### config.mk
export PLATFORM = sky130hd
export DESIGN_NAME = display_timing_gen
export DESIGN_NICKNAME = d
export VERILOG_FILES = /design/src/rtl/dtg_pkg.sv /design/src/rtl/dtg_regs.sv /design/src/rtl/dtg_counter.sv /design/src/rtl/dtg_sync.sv /design/src/rtl/display_timing_gen.sv
export SDC_FILE = /design/constraint.sdc
export NUM_CORES = 1
export LEC_CHECK = 0
export BUFFER_PORTS_ARGS = -buffer_cell sky130_fd_sc_hd__buf_2
export CAP_MARGIN = 5
export CORE_MARGIN = 10
export CORE_UTILIZATION = 62
export DETAILED_ROUTE_END_ITERATION = 10
export PLACE_DENSITY_LB_ADDON = 0.08
export SLEW_MARGIN = 20
export SYNTH_ARGS = -nofsm -noshare
export SYNTH_HDL_FRONTEND = slang
export SYNTH_SLANG_ARGS = --single-unit
### constraint.sdc
create_clock -name clk_i -period 3.4 [get_ports clk_i]
set_input_delay 0.68 -clock clk_i [delete_from_list [all_inputs] [get_ports clk_i]]
set_output_delay 0.68 -clock clk_i [all_outputs]
set_load 0.05 [all_outputs]
### src/rtl/dtg_pkg.sv
package dtg_pkg;
  localparam int unsigned CNT_W  = 12;
  localparam int unsigned ADDR_W = 4;

  typedef logic [CNT_W-1:0] cnt_t;

  typedef enum logic [ADDR_W-1:0] {
    A_CTRL   = 4'd0,
    A_HTOT   = 4'd1,
    A_HDISP  = 4'd2,
    A_HS_BEG = 4'd3,
    A_HS_END = 4'd4,
    A_VTOT   = 4'd5,
    A_VDISP  = 4'd6,
    A_VS_BEG = 4'd7,
    A_VS_END = 4'd8,
    A_PF     = 4'd9,
    A_SYNC   = 4'd10,
    A_BLANK  = 4'd11
  } reg_addr_e;

  typedef struct packed {
    cnt_t h_tot;
    cnt_t h_disp;
    cnt_t hs_beg;
    cnt_t hs_end;
    cnt_t v_tot;
    cnt_t v_disp;
    cnt_t vs_beg;
    cnt_t vs_end;
    cnt_t pf;
    logic sog;
    logic all_off;
    logic h_inv;
    logic v_inv;
    logic h_off;
    logic v_off;
    logic disp_off;
  } cfg_t;
endpackage

### src/rtl/dtg_regs.sv
module dtg_regs
  import dtg_pkg::*;
#(
  parameter int unsigned ADDR_W = dtg_pkg::ADDR_W,
  parameter int unsigned DATA_W = dtg_pkg::CNT_W
) (
  input  logic              clk_i,
  input  logic              rst_ni,
  input  logic              wr_en_i,
  input  logic [ADDR_W-1:0] wr_addr_i,
  input  logic [DATA_W-1:0] wr_data_i,
  input  logic              frame_end_i,
  output logic              gen_en_o,
  output logic              refresh_en_o,
  output cfg_t              act_o
);
  cfg_t       sh_q;
  logic [1:0] ctrl_q;

  always_ff @(posedge clk_i or negedge rst_ni) begin
    if (!rst_ni) begin
      sh_q   <= '0;
      ctrl_q <= '0;
    end else if (wr_en_i) begin
      case (wr_addr_i)
        A_CTRL:   ctrl_q      <= wr_data_i[1:0];
        A_HTOT:   sh_q.h_tot  <= wr_data_i[CNT_W-1:0];
        A_HDISP:  sh_q.h_disp <= wr_data_i[CNT_W-1:0];
        A_HS_BEG: sh_q.hs_beg <= wr_data_i[CNT_W-1:0];
        A_HS_END: sh_q.hs_end <= wr_data_i[CNT_W-1:0];
        A_VTOT:   sh_q.v_tot  <= wr_data_i[CNT_W-1:0];
        A_VDISP:  sh_q.v_disp <= wr_data_i[CNT_W-1:0];
        A_VS_BEG: sh_q.vs_beg <= wr_data_i[CNT_W-1:0];
        A_VS_END: sh_q.vs_end <= wr_data_i[CNT_W-1:0];
        A_PF:     sh_q.pf     <= wr_data_i[CNT_W-1:0];
        A_SYNC: begin
          sh_q.sog     <= wr_data_i[0];
          sh_q.all_off <= wr_data_i[1];
          sh_q.h_inv   <= wr_data_i[3];
          sh_q.v_inv   <= wr_data_i[4];
          sh_q.h_off   <= wr_data_i[5];
          sh_q.v_off   <= wr_data_i[6];
        end
        A_BLANK:  sh_q.disp_off <= wr_data_i[0];
        default: ;
      endcase
    end
  end

  // shadow copy moves into use only between frames or while stopped
  always_ff @(posedge clk_i or negedge rst_ni) begin
    if (!rst_ni)                      act_o <= '0;
    else if (!ctrl_q[0] || frame_end_i) act_o <= sh_q;
  end

  assign gen_en_o     = ctrl_q[0];
  assign refresh_en_o = ctrl_q[1];

  AST_CFG_FROZEN_MIDFRAME: assert property (@(posedge clk_i) disable iff (!rst_ni)
    (gen_en_o && !frame_end_i) |=> $stable(act_o));
endmodule

### src/rtl/dtg_counter.sv
module dtg_counter #(
  parameter int unsigned W = 12
) (
  input  logic         clk_i,
  input  logic         rst_ni,
  input  logic         step_i,
  input  logic [W-1:0] last_i,
  output logic [W-1:0] cnt_o,
  output logic         wrap_o
);
  logic [W-1:0] cnt_q;

  assign wrap_o = step_i && (cnt_q >= last_i);

  always_ff @(posedge clk_i or negedge rst_ni) begin
    if (!rst_ni)     cnt_q <= '0;
    else if (wrap_o) cnt_q <= '0;
    else if (step_i) cnt_q <= cnt_q + W'(1);
  end

  assign cnt_o = cnt_q;

  AST_CNT_HOLD: assert property (@(posedge clk_i) disable iff (!rst_ni)
    !step_i |=> $stable(cnt_o));
  AST_CNT_WRAP_ZERO: assert property (@(posedge clk_i) disable iff (!rst_ni)
    wrap_o |=> (cnt_o == '0));
endmodule

### src/rtl/dtg_sync.sv
module dtg_sync
  import dtg_pkg::*;
(
  input  logic clk_i,
  input  logic rst_ni,
  input  logic gen_en_i,
  input  logic refresh_en_i,
  input  cfg_t cfg_i,
  input  cnt_t h_cnt_i,
  input  cnt_t v_cnt_i,
  output logic de_o,
  output logic hsync_o,
  output logic vsync_o,
  output logic sog_o,
  output logic prefetch_o
);
  logic h_vis, v_vis, h_raw, v_raw, h_lvl, v_lvl, scan_on;

  assign scan_on = gen_en_i && refresh_en_i;
  assign h_vis   = h_cnt_i <= cfg_i.h_disp;
  assign v_vis   = v_cnt_i <= cfg_i.v_disp;
  assign de_o    = scan_on && !cfg_i.disp_off && h_vis && v_vis;

  assign h_raw = gen_en_i && (h_cnt_i > cfg_i.hs_beg) && (h_cnt_i <= cfg_i.hs_end);
  assign v_raw = gen_en_i && (v_cnt_i > cfg_i.vs_beg) && (v_cnt_i <= cfg_i.vs_end);

  assign h_lvl = h_raw && !cfg_i.all_off && !cfg_i.h_off;
  assign v_lvl = v_raw && !cfg_i.all_off && !cfg_i.v_off;

  assign hsync_o    = h_lvl ^ cfg_i.h_inv;
  assign vsync_o    = v_lvl ^ cfg_i.v_inv;
  assign sog_o      = cfg_i.sog && (h_lvl || v_lvl);
  assign prefetch_o = scan_on && (h_cnt_i == cfg_i.pf);

  AST_HSYNC_PARKED: assert property (@(posedge clk_i) disable iff (!rst_ni)
    (cfg_i.all_off || cfg_i.h_off) |-> (hsync_o == cfg_i.h_inv));
  AST_VSYNC_PARKED: assert property (@(posedge clk_i) disable iff (!rst_ni)
    (cfg_i.all_off || cfg_i.v_off) |-> (vsync_o == cfg_i.v_inv));
  AST_BLANK_NO_DE: assert property (@(posedge clk_i) disable iff (!rst_ni)
    cfg_i.disp_off |-> !de_o);
  AST_SOG_OFF: assert property (@(posedge clk_i) disable iff (!rst_ni)
    !cfg_i.sog |-> !sog_o);
endmodule

### src/rtl/display_timing_gen.sv
module display_timing_gen
  import dtg_pkg::*;
#(
  parameter int unsigned ADDR_W = dtg_pkg::ADDR_W,
  parameter int unsigned DATA_W = dtg_pkg::CNT_W
) (
  input  logic              clk_i,
  input  logic              rst_ni,
  input  logic              wr_en_i,
  input  logic [ADDR_W-1:0] wr_addr_i,
  input  logic [DATA_W-1:0] wr_data_i,
  output logic [CNT_W-1:0]  h_cnt_o,
  output logic [CNT_W-1:0]  v_cnt_o,
  output logic              de_o,
  output logic              hsync_o,
  output logic              vsync_o,
  output logic              sog_o,
  output logic              prefetch_o
);
  cfg_t act;
  logic gen_en, refresh_en, h_wrap, v_wrap, frame_end;

  assign frame_end = h_wrap && v_wrap;

  dtg_regs #(.ADDR_W(ADDR_W), .DATA_W(DATA_W)) u_regs (
    .clk_i       (clk_i),
    .rst_ni      (rst_ni),
    .wr_en_i     (wr_en_i),
    .wr_addr_i   (wr_addr_i),
    .wr_data_i   (wr_data_i),
    .frame_end_i (frame_end),
    .gen_en_o    (gen_en),
    .refresh_en_o(refresh_en),
    .act_o       (act)
  );

  dtg_counter #(.W(CNT_W)) u_hcnt (
    .clk_i (clk_i),
    .rst_ni(rst_ni),
    .step_i(gen_en),
    .last_i(act.h_tot),
    .cnt_o (h_cnt_o),
    .wrap_o(h_wrap)
  );

  dtg_counter #(.W(CNT_W)) u_vcnt (
    .clk_i (clk_i),
    .rst_ni(rst_ni),
    .step_i(h_wrap),
    .last_i(act.v_tot),
    .cnt_o (v_cnt_o),
    .wrap_o(v_wrap)
  );

  dtg_sync u_sync (
    .clk_i       (clk_i),
    .rst_ni      (rst_ni),
    .gen_en_i    (gen_en),
    .refresh_en_i(refresh_en),
    .cfg_i       (act),
    .h_cnt_i     (h_cnt_o),
    .v_cnt_i     (v_cnt_o),
    .de_o        (de_o),
    .hsync_o     (hsync_o),
    .vsync_o     (vsync_o),
    .sog_o       (sog_o),
    .prefetch_o  (prefetch_o)
  );

  AST_FRAME_RESTART: assert property (@(posedge clk_i) disable iff (!rst_ni)
    frame_end |=> (h_cnt_o == '0 && v_cnt_o == '0));
  AST_PF_NEEDS_RUN: assert property (@(posedge clk_i) disable iff (!rst_ni)
    prefetch_o |-> (gen_en && refresh_en));
endmodule

# Word-level counts from Yosys, hierarchy flattened
# Cells that the tools add are included.
[totals] input_bits=19 ff_bits=256 output_inout_bits=29
[classes] bitwise=2 addsub=2 n_eq_ne=12 n_lt_le_gt_ge=8 reduce_logical=39 n_mux=4
[ops] cell="<= comparator 12 bit" n=4
[ops] cell="two-way mux 12 bit" n=4
[ops] cell="adder 12 x 1 -> 12 bit, second input constant" n=2
[ops] cell="greater-or-equal comparator 12 bit" n=2
[ops] cell="greater-than comparator 12 bit" n=2
[ops] cell="AND reduction 2 bit" n=12
[ops] cell="logical AND 1 bit" n=17
[ops] cell="== test 4 x 3 -> 1 bit, second input constant" n=4
[ops] cell="== test 4 bit, second input constant" n=4
[ops] cell="== test 12 bit" n=1
[ops] cell="== test 4 x 2 -> 1 bit, second input constant" n=2
[ops] cell="zero test 1 bit" n=5
[ops] cell="== test 4 x 1 -> 1 bit, second input constant" n=1
[ops] cell="zero test 4 bit" n=1
[ops] cell="nonzero test 2 bit" n=2
[ops] cell="logical OR 1 bit" n=2
[ops] cell="bitwise XOR 1 bit" n=2

# Longest topological paths before layout
[depth] word_depth=7 ltp_mapped=11 ltp_nobuf=8

# Cells and area by module
# From an unflattened synthesis, not the netlist that was laid out.
[unflattened] hier_cells=983 area_unflattened_um2=12479.5
[by_module_without_submodules] module="dtg_regs" cells_per_inst=512 n_inst=1 area_each_um2=8683.3
[by_module_without_submodules] module="dtg_sync" cells_per_inst=264 n_inst=1 area_each_um2=1983.2
[by_module_without_submodules] module="dtg_counter" cells_per_inst=103 n_inst=2 area_each_um2=903.4
[by_module_without_submodules] module="display_timing_gen" cells_per_inst=1 n_inst=1 area_each_um2=6.3

# Worst setup path before layout
# OpenSTA, ideal clock, no wires.
[synth_path] path_type="reg-to-output" startpoint="register u_vcnt.cnt_q[1] (netlist: u_vcnt.cnt_o[1])" endpoint="output port sog_o" arrival_time_ns=3.094 slack_ns=-0.374 path_stages_with_launch=8 required_ns=2.720 path_cell_list="dfrtp_1 > ha_1 > nor2b_1 > o211ai_1 > a211oi_1 > a2111oi_0 > o211ai_1 > a21boi_0"
[synth_via] elab_chain_len=7
[synth_lines] element="start, declared" line_no="dtg_counter.sv:11" text="logic [W-1:0] cnt_q;"
[synth_lines] element="start signal, assigned" line_no="dtg_counter.sv:18" text="else if (step_i) cnt_q <= cnt_q + W'(1);"
[synth_lines] element="greater-than comparator 12 bit" line_no="dtg_sync.sv:25" text="assign v_raw = gen_en_i && (v_cnt_i > cfg_i.vs_beg) && (v_cnt_i <= cfg_i.vs_end);"
[synth_lines] element="logical AND 1 bit" line_no="dtg_sync.sv:25"
[synth_lines] element="logical AND 1 bit (*)" line_no="dtg_sync.sv:25"
[synth_lines] element="logical AND 1 bit (*) (2 in a row)" line_no="dtg_sync.sv:28" text="assign v_lvl = v_raw && !cfg_i.all_off && !cfg_i.v_off;"
[synth_lines] element="logical OR 1 bit (*)" line_no="dtg_sync.sv:32" text="assign sog_o = cfg_i.sog && (h_lvl || v_lvl);"
[synth_lines] element="logical AND 1 bit (*)" line_no="dtg_sync.sv:32"
[synth_lines] element="end, declared" line_no="display_timing_gen.sv:17" text="output logic sog_o,"
# Every way passes the cells marked *; elsewhere a longest branch is shown, timed or not.

# Final worst setup path
[layout_path] startpoint="register u_hcnt.cnt_q[10] (netlist: u_hcnt.cnt_o[10])" endpoint="output port de_o"
[layout_via] elab_chain_len=3
[layout_lines] element="start, declared" line_no="dtg_counter.sv:11"
[layout_lines] element="start signal, assigned" line_no="dtg_counter.sv:18"
[layout_lines] element="<= comparator 12 bit" line_no="dtg_sync.sv:20" text="assign h_vis = h_cnt_i <= cfg_i.h_disp;"
[layout_lines] element="logical AND 1 bit (2 in a row)" line_no="dtg_sync.sv:22" text="assign de_o = scan_on && !cfg_i.disp_off && h_vis && v_vis;"
[layout_lines] element="end, declared" line_no="display_timing_gen.sv:14" text="output logic de_o,"
# Every way passes these cells.

==> results.ini <==
[outcome]
outcome = finished, violations left
violations = negative setup slack

[place]
place.gp.congestion = 0.901
pre_cts_ws_ps = 248
place_area_um2 = 13400
place_hpwl_mm = 20.4
port_buffers = 47

[route]
firstDrtPassIters = 4
routed-via-count = 8089
final_antenna_net_count = 0
wl_per_cell_um = 21.7
routed_wl_mm = 30.0
vias_per_cell = 5.85
drc = 0
drt_iter0_markers = 688

[logic_synthesis]
synthTopCellsByArea = dfrtp_1, mux2_2, ha_1
synth_top_area_share_pct = 50.5
synth_ff_type = dfrtp_1
ys_ff_latch = 256
syn_area_per_cell_um2 = 12.8
synth_cell_types = 51
synth_area_um2 = 12700
synth_edf_count = 0
ys_seq_area_share_pct = 50.5
ys_top_cells_by_count = dfrtp_1, mux2_2, ha_1, inv_1, mux2_4
synth_top_cell_by_area = dfrtp_1
syn-instance-count = 993
yosysWarnings = 0
async_reset_ff_share_pct = 100
synth_nets = 1110
yosysMostFrequentCell = dfrtp_1

[worst_setup_path]
critPathLaunchType = flip-flop
path_class = flip-flop to output pin
cp_data_required_time_ps = 2720
ff2ff_setup_slack_ps = 490
path_buf_inv = 1
setup.worst_path.end_class = output pin
cp.arrival_ps = 2740
cp_top_family = compound AO/OA/AOI/OAI gates
slowest_delay_ps = 550
crit_fanout = 4
cp_slowest_cell = a2111oi_1
crit_chain = ha_1 > a21o_1 > a2111oi_1 > o221ai_2 > a2bb2oi_2 > buf_6

[clock_network]
cts_tree = done
cts_buffer_depth = 3
clk_pin_slew_ps = 60
clock_latency_ps = 540
hold_buffers = 0
cts.sinks = 256
h-tree-depth = 1
cts_made_buffers = 27
root_buffer = clkbuf_16

[timing]
post-route-period-util_pct = 101
max_clock_freq_mhz = 292
finClkSkew_ps = 9.98
tightestPinTransition_ps = 840
finalCriticalPeriod_ps = 3420
hold_violations = 0
slew_violations = 0
setup_ws_ps = -23.3
setup_viol = 1
maxSlewHeadroom_pct = 44.0

[floorplan]
fp-row-count = 52
die_h_um = 163
die_x_um = 163
dieArea_um2 = 26600
floorplan.initialDensity_pct = 62.9
ios = 48
core_um2 = 20200

[grt]
grt_use_met2_pct = 33.9
grt_pass1_vias = 8150
globalRoute.totalOverflow = 0
grt_pass1_wl_mm = 47.3
use_met1_pct = 34.6
busiest_layer = met1
grt_max_degree = 91
global_route.usage.met3_pct = 2.67
antenna_found_initial = 0
grt_util_all_layers_pct = 22.7

[layout]
area_delta_synth_final_pct = 15.6
antenna_cells = 0
finish.net_count = 1208
fin_area_um2 = 14700
layout-drive-gt1-share_pct = 37.9
num-fill-cells = 1381

[run]
maxCapViolations = 0

[power_and_ir_drop]
p_leak_nw = 7.20
ir_drop_uv = 563
p_per_area_nw_per_um2 = 784

[hold_path]
hp-class = input pin to async pin

-- flip-flops by register name (all words and copies together) (netlist names) --
name,flops
u_hcnt.cnt_o,12
u_regs.act_o,115
u_regs.ctrl_q,2
u_regs.sh_q,115
u_vcnt.cnt_o,12
-- cell families after synthesis --
group	Yosys count	synth area share (%)
muxes	235	22.3
xor gates and xnor gates	21	1.45
buffers and inverters	132	4.35
AOI/OAI and AO/OA	107	5.89
and+or+nand+nor	144	5.87
DFF	256	50.5
adders and majority gates	98	9.66
-- cell type report --
cell class                      count  area (um^2)  area share, %
Clock buffer                       35          776           5.29
Multi-Input combinational cell    605         5870           40.0
Tap cell                          270          338           2.30
Clock inverter                     15          165           1.13
Timing Repair Buffer              103          738           5.03
Inverter                           98          368           2.51
Sequential cell                   256         6420           43.8
-- final timing paths --
| path | from | endpoint | depth (start not counted) |
|---|---|---|---|
| max in group asynchronous | rst_ni | u_regs.act_o[41] | 2 |
| min in group clk_i | u_regs.sh_q[29] | u_regs.act_o[29] | 1 |
| hold / removal | rst_ni | u_regs.sh_q[103] | 1 |
| setup reg to reg | u_hcnt.cnt_o[4] | u_regs.act_o[68] | 9 |
| hold reg to reg | u_regs.sh_q[29] | u_regs.act_o[29] | 1 |
| setup / recovery | u_hcnt.cnt_o[10] | de_o | 6 |
-- metrics by stage --
step | TNS, ps | total power, mW | util (%) | hold WS [ps] | std cells
final | -23.3 | 11.5 | 72.7 | 128 | 1382
after global routing | -86.5 | 12.2 | 72.7 | 184 | 1382
after CTS | 0 | 11.4 | 71.7 | 180 | 1365
after detailed placement | 0 | 8.21 | 66.5 | 488 | 1309
after global placement | 0 | 8.08 | 66.5 | 479 | 1309
after floorplan | -45.2 | 7.11 | - | 384 | 993
-- where the power goes --
part / switching [mW] / internal [mW] / leakage [nW]
clock: 1.23 / 1.84 / 0.475
combinational: 1.96 / 1.86 / 3.58
sequential: 0.620 / 3.98 / 3.15
total: 3.82 / 7.68 / 7.20
-- metal layers --
metal / up-vias / share of wire [%]
li1: 3729 / -
met1: 4093 / 48
met2: 221 / 45
met3: 46 / 4.6
met4: 0 / 2.1
met5: - / 0
-- placed cells by master, fill, tap and decap left out, types with 7 or more instances in the layout --
| cell type | count |
|---|---|
| a21o_1 | 14 |
| nand3_1 | 23 |
| ha_1 | 96 |
| a21oi_1 | 21 |
| dfrtp_2 | 10 |
| nor2_1 | 34 |
| clkbuf_8 | 7 |
| buf_4 | 51 |
| nand2_1 | 19 |
| and3_1 | 7 |
| a211oi_1 | 10 |
| o211ai_1 | 7 |
| clkbuf_16 | 27 |
| mux2_4 | 50 |
| o21ai_0 | 10 |
| nand4_1 | 24 |
| xor2_1 | 9 |
| xnor2_1 | 10 |
| clkinv_2 | 8 |
| inv_1 | 97 |
| dfrtp_1 | 246 |
| buf_2 | 42 |
| mux2_2 | 183 |
-- what timing repair did --
item,in CTS,in global routing
gates resized for setup,19,25
setup buffers,6,17
pin swaps,11,18
endpoints found under the setup margin,4,4
(Power assumes the default switching activity.)
